===== src/rtl/rtc_tick_pkg.sv =====
package rtc_tick_pkg;

    typedef enum logic [1:0] {
        PER_SEC  = 2'd0,
        PER_MIN  = 2'd1,
        PER_HOUR = 2'd2,
        PER_DAY  = 2'd3
    } period_e;

    localparam int NUM_PER   = 4;
    localparam int STAT_W    = 8;
    localparam int PER_BASE  = 2;
    localparam int ALARM_BIT = 6;

    typedef struct packed {
        period_e sel;
        logic    en;
    } tick_cfg_t;

    // mask of the status bits that hardware can ever set
    function automatic logic [STAT_W-1:0] live_bits();
        logic [STAT_W-1:0] m;
        m = '0;
        for (int k = 0; k < NUM_PER; k++) m[PER_BASE+k] = 1'b1;
        m[ALARM_BIT] = 1'b1;
        return m;
    endfunction

endpackage


===== src/rtl/rtc_period_match.sv =====
module rtc_period_match
    import rtc_tick_pkg::*;
#(
    parameter int SEC_W = 6,
    parameter int MIN_W = 6,
    parameter int HR_W  = 5
) (
    input  logic             tick,
    input  logic [SEC_W-1:0] sec,
    input  logic [MIN_W-1:0] min,
    input  logic [HR_W-1:0]  hr,
    input  period_e          sel,
    output logic [NUM_PER-1:0] hit
);
    logic [NUM_PER-1:0] zero_run;

    always_comb begin
        zero_run[0] = 1'b1;
        zero_run[1] = (sec == '0);
        zero_run[2] = zero_run[1] && (min == '0);
        zero_run[3] = zero_run[2] && (hr == '0);
    end

    for (genvar k = 0; k < NUM_PER; k++) begin : g_hit
        assign hit[k] = tick && (sel == period_e'(k)) && zero_run[k];
    end
endmodule


===== src/rtl/rtc_status_bits.sv =====
module rtc_status_bits
    import rtc_tick_pkg::*;
(
    input  logic               clk,
    input  logic               rst,
    input  logic [NUM_PER-1:0] per_set,
    input  logic               alarm_set,
    input  logic               clr_we,
    input  logic [STAT_W-1:0]  clr_mask,
    output logic [STAT_W-1:0]  status
);
    localparam logic [STAT_W-1:0] LIVE = live_bits();

    logic [STAT_W-1:0] set_vec;
    logic [STAT_W-1:0] clr_vec;

    always_comb begin
        set_vec = '0;
        for (int k = 0; k < NUM_PER; k++) set_vec[PER_BASE+k] = per_set[k];
        set_vec[ALARM_BIT] = alarm_set;
        clr_vec = clr_we ? clr_mask : '0;
    end

    always_ff @(posedge clk) begin
        if (rst) status <= '0;
        else     status <= ((status & ~clr_vec) | set_vec) & LIVE;
    end
endmodule


===== src/rtl/rtc_pulse_gen.sv =====
module rtc_pulse_gen (
    input  logic clk,
    input  logic rst,
    input  logic fire,
    input  logic en,
    output logic pulse
);
    always_ff @(posedge clk) begin
        if (rst) pulse <= 1'b0;
        else     pulse <= fire && en;
    end
endmodule


===== src/rtl/rtc_tick_irq.sv =====
module rtc_tick_irq
    import rtc_tick_pkg::*;
#(
    parameter int SEC_W = 6,
    parameter int MIN_W = 6,
    parameter int HR_W  = 5
) (
    input  logic             clk,
    input  logic             rst,
    input  logic             tick_i,
    input  logic [SEC_W-1:0] sec_i,
    input  logic [MIN_W-1:0] min_i,
    input  logic [HR_W-1:0]  hr_i,
    input  logic             cfg_we_i,
    input  logic [1:0]       cfg_period_i,
    input  logic             cfg_en_i,
    input  logic             alarm_evt_i,
    input  logic             clr_we_i,
    input  logic [7:0]       clr_mask_i,
    output logic [7:0]       status_o,
    output logic             period_irq_o,
    output logic             alarm_irq_o
);
    tick_cfg_t          cfg_q;
    logic [NUM_PER-1:0] hit;
    logic [STAT_W-1:0]  status;

    always_ff @(posedge clk) begin
        if (rst) begin
            cfg_q.sel <= PER_SEC;
            cfg_q.en  <= 1'b0;
        end else if (cfg_we_i) begin
            cfg_q.sel <= period_e'(cfg_period_i);
            cfg_q.en  <= cfg_en_i;
        end
    end

    rtc_period_match #(.SEC_W(SEC_W), .MIN_W(MIN_W), .HR_W(HR_W)) u_match (
        .tick (tick_i),
        .sec  (sec_i),
        .min  (min_i),
        .hr   (hr_i),
        .sel  (cfg_q.sel),
        .hit  (hit)
    );

    rtc_status_bits u_stat (
        .clk       (clk),
        .rst       (rst),
        .per_set   (hit),
        .alarm_set (alarm_evt_i),
        .clr_we    (clr_we_i),
        .clr_mask  (clr_mask_i),
        .status    (status)
    );

    rtc_pulse_gen u_pulse (
        .clk   (clk),
        .rst   (rst),
        .fire  (|hit),
        .en    (cfg_q.en),
        .pulse (period_irq_o)
    );

    assign status_o    = status;
    assign alarm_irq_o = status[ALARM_BIT];
endmodule


===== config.mk =====
export PLATFORM = sky130hd
export DESIGN_NAME = rtc_tick_irq
export DESIGN_NICKNAME = d
export VERILOG_FILES = /design/src/rtl/rtc_tick_pkg.sv /design/src/rtl/rtc_period_match.sv /design/src/rtl/rtc_status_bits.sv /design/src/rtl/rtc_pulse_gen.sv /design/src/rtl/rtc_tick_irq.sv
export SDC_FILE = /design/constraint.sdc
export NUM_CORES = 1
export LEC_CHECK = 0
export ABC_AREA = 1
export BUFFER_PORTS_ARGS = -buffer_cell sky130_fd_sc_hd__buf_2
export CORE_UTILIZATION = 35
export CTS_CLUSTER_DIAMETER = 80
export DETAILED_ROUTE_END_ITERATION = 12
export PLACE_DENSITY_LB_ADDON = 0.05
export SYNTH_ARGS = -nofsm -noshare
export SYNTH_HDL_FRONTEND = slang
export SYNTH_HIERARCHICAL = 1
export SYNTH_SLANG_ARGS = --single-unit

===== constraint.sdc =====
create_clock -name clk -period 1.3 [get_ports clk]
set_input_delay 0.26 -clock clk [delete_from_list [all_inputs] [get_ports clk]]
set_output_delay 0.26 -clock clk [all_outputs]
set_load 0.005 [all_outputs]

Word-level counts from Yosys, hierarchy flattened:

Index checks and enable logic that the tools add are counted.

* $add $sub $neg: 0
* $mul: 0
* div/mod/pow operators: 0
* magnitude comparators: 0
* equal/unequal tests: 3
* shifts and indexed selects: 0
* muxes and demuxes: 1
* bitwise logic cells: 3
* reductions and logical operators: 15

Operators with widths (number)
* $logic_not A6 Y1: 2
* $logic_and A1 B1 Y1: 10
* $and A7 B7 Y7: 1
* $mux W7: 1
* $not A7 Y7: 1
* $or A7 B7 Y7: 1
* $logic_not A5 Y1: 1
* $eq A2 B2 Y1 const B: 2
* $reduce_or A4 Y1: 1
* $eq A2 B1 Y1 const B: 1
* $logic_not A2 Y1: 1

* register bits after elaboration: 9
* bits in latches: 0
* RAM bits: 0
* memory bits (read-only): 0
* input port bits: 34
* output and inout bits: 10
* word-level logic and storage cells: 26
* memories: 0

Logic depth before layout (Yosys ltp):

* word-level depth: 6
* mapped depth: 9
* mapped depth without buffers: 9

Modules after synthesis:

The synthesis kept the hierarchy.

Modules (own cells, without submodules)
* rtc_status_bits: times used 1, cells an instance 29, area an instance 207.7 um^2
* rtc_tick_irq: times used 1, cells an instance 23, area an instance 138.9 um^2
* rtc_period_match: times used 1, cells an instance 26, area an instance 107.6 um^2
* rtc_pulse_gen: times used 1, cells an instance 3, area an instance 30.0 um^2

Worst setup path after synthesis:

OpenSTA, ideal clock, no wires.

* kind: input port to flip-flop
* start: input sec_i[1]
* end: register u_pulse.pulse
* setup time: 62 ps
* data arrival time: 966 ps
* setup slack: 272 ps
* cell stages on the path: 8
* path buffers: 0
* cell sequence: or2_1 > nor2_1 > nand2_1 > nor2_1 > nor2_1 > nand2_1 > nand2_1 > nor2_2

* word-level cells in the longest chain between the ends: 6
* elaborated cells on any way between the ends: 8
* classes of those cells: reduce/logical (8)

Ends and longest elaborated chain
* from (decl): line rtc_tick_irq.sv:11 `input logic [SEC_W-1:0] sec_i,`
* $logic_not A6 Y1: line rtc_period_match.sv:19 `zero_run[1] = (sec == '0);`
* $logic_and A1 B1 Y1: line rtc_period_match.sv:20 `zero_run[2] = zero_run[1] && (min == '0);`
* $logic_and A1 B1 Y1: line rtc_period_match.sv:21 `zero_run[3] = zero_run[2] && (hr == '0);`
* $logic_and A1 B1 Y1: line rtc_period_match.sv:25 `assign hit[k] = tick && (sel == period_e'(k)) && zero_run[k];`
* named net hit[3]: line rtc_tick_irq.sv:25 `logic [NUM_PER-1:0] hit;`
* $reduce_or A4 Y1: line rtc_tick_irq.sv:60 `.fire (|hit),`
* $logic_and A1 B1 Y1: line rtc_pulse_gen.sv:10 `else pulse <= fire && en;`
* to (signal assigned): line rtc_pulse_gen.sv:10
* to (decl): line rtc_pulse_gen.sv:6 `output logic pulse`

The timed path passes the listed nets, and every way through them passes these cells.
A chain may end at the register's enable or synchronous reset.

Final worst setup path:

* start: register cfg_q[1] (netlist name)
* end: register u_pulse.pulse

* word-level cells in the longest chain between the ends: 5
* elaborated cells on any way between the ends: 13
* classes of those cells: eq/ne (3); reduce/logical (10)

Ends and longest elaborated chain (line)
* $eq A2 B1 Y1: rtc_period_match.sv:25
* $logic_and A1 B1 Y1 (2 in a row): rtc_period_match.sv:25
* named net hit[1]: rtc_tick_irq.sv:25
* $reduce_or A4 Y1: rtc_tick_irq.sv:60
* $logic_and A1 B1 Y1: rtc_pulse_gen.sv:10

The timed path passes the listed nets, and every way through them passes these cells.

==> impl_metrics.ini <==
[cells_and_area]
fin_nets = 155
final_cell_mix = buf_2 (37), nand2_1 (24), nor2_1 (20), inv_1 (12), dfxtp_1 (9)
seq_area_um2 = 180
area_growth_pct = 43.2
final_core_util = 0.533
instances_no_fill = 135
nFillCells = 151
multi_input_area_um2 = 236
drive_gt1_frac = 0.350
final_common_cell = buf_2
antenna_cells = 0

[cts]
cts_resized = 0
hold_buffers = 0
clk_latency_ns = 0.26
htree_levels = 1
cts_tree = done
clock-root-buffer = clkbuf_4
cts_buffers = 3
cts.sink_count = 9
clockBufferDepth = 2
cts_setup_buffers = 0
path_clk_slew_ns = 0.06

[floorplan]
die_x_um = 39.2
die_area_um2 = 1540
rows = 13
die_y_um = 39.2
pin_count = 44
initial_core_util = 0.372
core_um2 = 1300

[power]
peakVddDrop_mv = 0.698
power.density_nw_per_um2 = 875
leakage_uw = 0.000393

[synthesis]
yosys.cell_types.count = 11
synth-seq-cells = 9
synth_cells = 81
netlist_area_um2 = 484
synth.avg_cell_area_um2 = 5.98
yosys_warnings = 6
synth_seq_area_share = 0.372

[grt]
antenna_found_initial = 0
grt_pass1_wl_um = 1480
globalRouteTotalUtil = 0.147
grt_pass1_vias = 419
grt_overflow = 0
grt_max_degree = 8

[routing]
firstDrtPassIters = 8
routed_wl_um = 962
wl_per_cell_um = 7.13
drtIter0Drc = 6
drc_errors = 2
ant_nets = 0
viasPerCell = 4.09
num_vias = 552

[timing]
slew_viol_final = 0
period_share = 0.815
report.final.setup_viol = 0
finClkSkew_ns = 0.00418
fin_ws_ns = 0.240
rsz0062_at_grt = no
hold_viol = 0
max_freq_ghz = 0.944
fin_crit_ns = 1.06
fin_setup_tns_ns = 0

[outcome]
status = complete, but fails checks
failed_checks = design-rule violations

[setup_path]
arrival_ns = 1.26
worst-path-buf-inv = 1
path_delay_family = simple AND/OR/NAND/NOR gates
worstSetupPathType = reg -> reg
crit_required_ns = 1.50
worstPathMaxFanout = 4
cpMaxStageDelayCell = dfxtp_1
worstPathCellList = nand2_1, inv_1, nand2_1, nor3_1, nor2_1, nand2_1, nand2_1, nor2_2
max_stage_delay_ns = 0.37
start_kind = flop
cp_common_cell = nand2_1
endpoint_kind = flop

[job]
maxCapViolations = 0

[placed_design]
dp_cells = 131
dp_worst_setup_slack_ns = 0.0955
place.gp.congestion = 0.695
dp_hpwl_um = 797
portBuffers = 37

[worst_hold_path]
hold_path.class = in -> reg
[through the flow]
step                total power (uW)  hold WS, ns  cell area (um^2)
floorplan                        352        0.327               492
global placement                 401        0.442               666
detailed placement               404        0.443               666
CTS                              619        0.227               693
global route                     654        0.253               693
finish                           607        0.236               693
[worst min-delay path: cells and delay by family]
kind / cells / cell delay [ns]
AO/OA/AOI/OAI: 1 / 0.05
buffers and inverters: 2 / 0.13
[layout make-up]
class,count,share of cell area
Clock buffer,3,0.0325
Clock inverter,1,0.00722
Timing Repair Buffer,37,0.267
Tap cell,15,0.0271
Sequential cell,9,0.260
Inverter,12,0.0650
Multi-Input combinational cell,58,0.341
[report_power, final]
| part | switching [uW] | internal, uW |
|---|---|---|
| registers | 7.34 | 288 |
| clock network | 97.0 | 113 |
| logic | 46.4 | 54.8 |
[flip-flops by register name, summed over array words and instances, names as in the netlist]
signal and count:
u_stat/status 5, u_pulse/pulse 1, cfg_q 3
[per-layer routing]
metal | up-vias | routed length, um | global-route usage
li1 | 309 | - | -
met1 | 220 | 409 | 0.153
met5 | - | 0 | 0
met4 | 0 | 0 | 0
met2 | 23 | 455 | 0.254
met3 | 0 | 97 | 0.104
[synth_stat cells]
cell type	n	area (um^2)
nand4_1	1	6.26
buf_4	4	30.0
dfxtp_1	9	180
conb_1	1	3.75
nor2_2	1	6.26
inv_1	12	45.0
a21oi_1	5	25.0
nor3_1	2	10.0
nand2_1	24	90.1
nor2_1	20	75.1
or2_1	2	12.5
[kinds of logic (layout without fill, tap and decap cells)]
group,Yosys count,count (layout),synth area share
other cells,1,3,0.00774
buf+inv,16,53,0.155
flops,9,9,0.372
simple gates,50,50,0.413
compound gates,5,5,0.0517
[final timing paths]
check	from	end	slack [ns]	cells past startpoint
setup reg to reg	cfg_q[1]	u_pulse/pulse	0.24	8
hold reg to reg	cfg_q[0]	u_pulse/pulse	0.45	2
hold / removal	alarm_evt_i	u_stat/status[6]	0.24	3
setup / recovery	cfg_q[1]	u_pulse/pulse	0.24	8
Power figures use the tool's default switching activity.
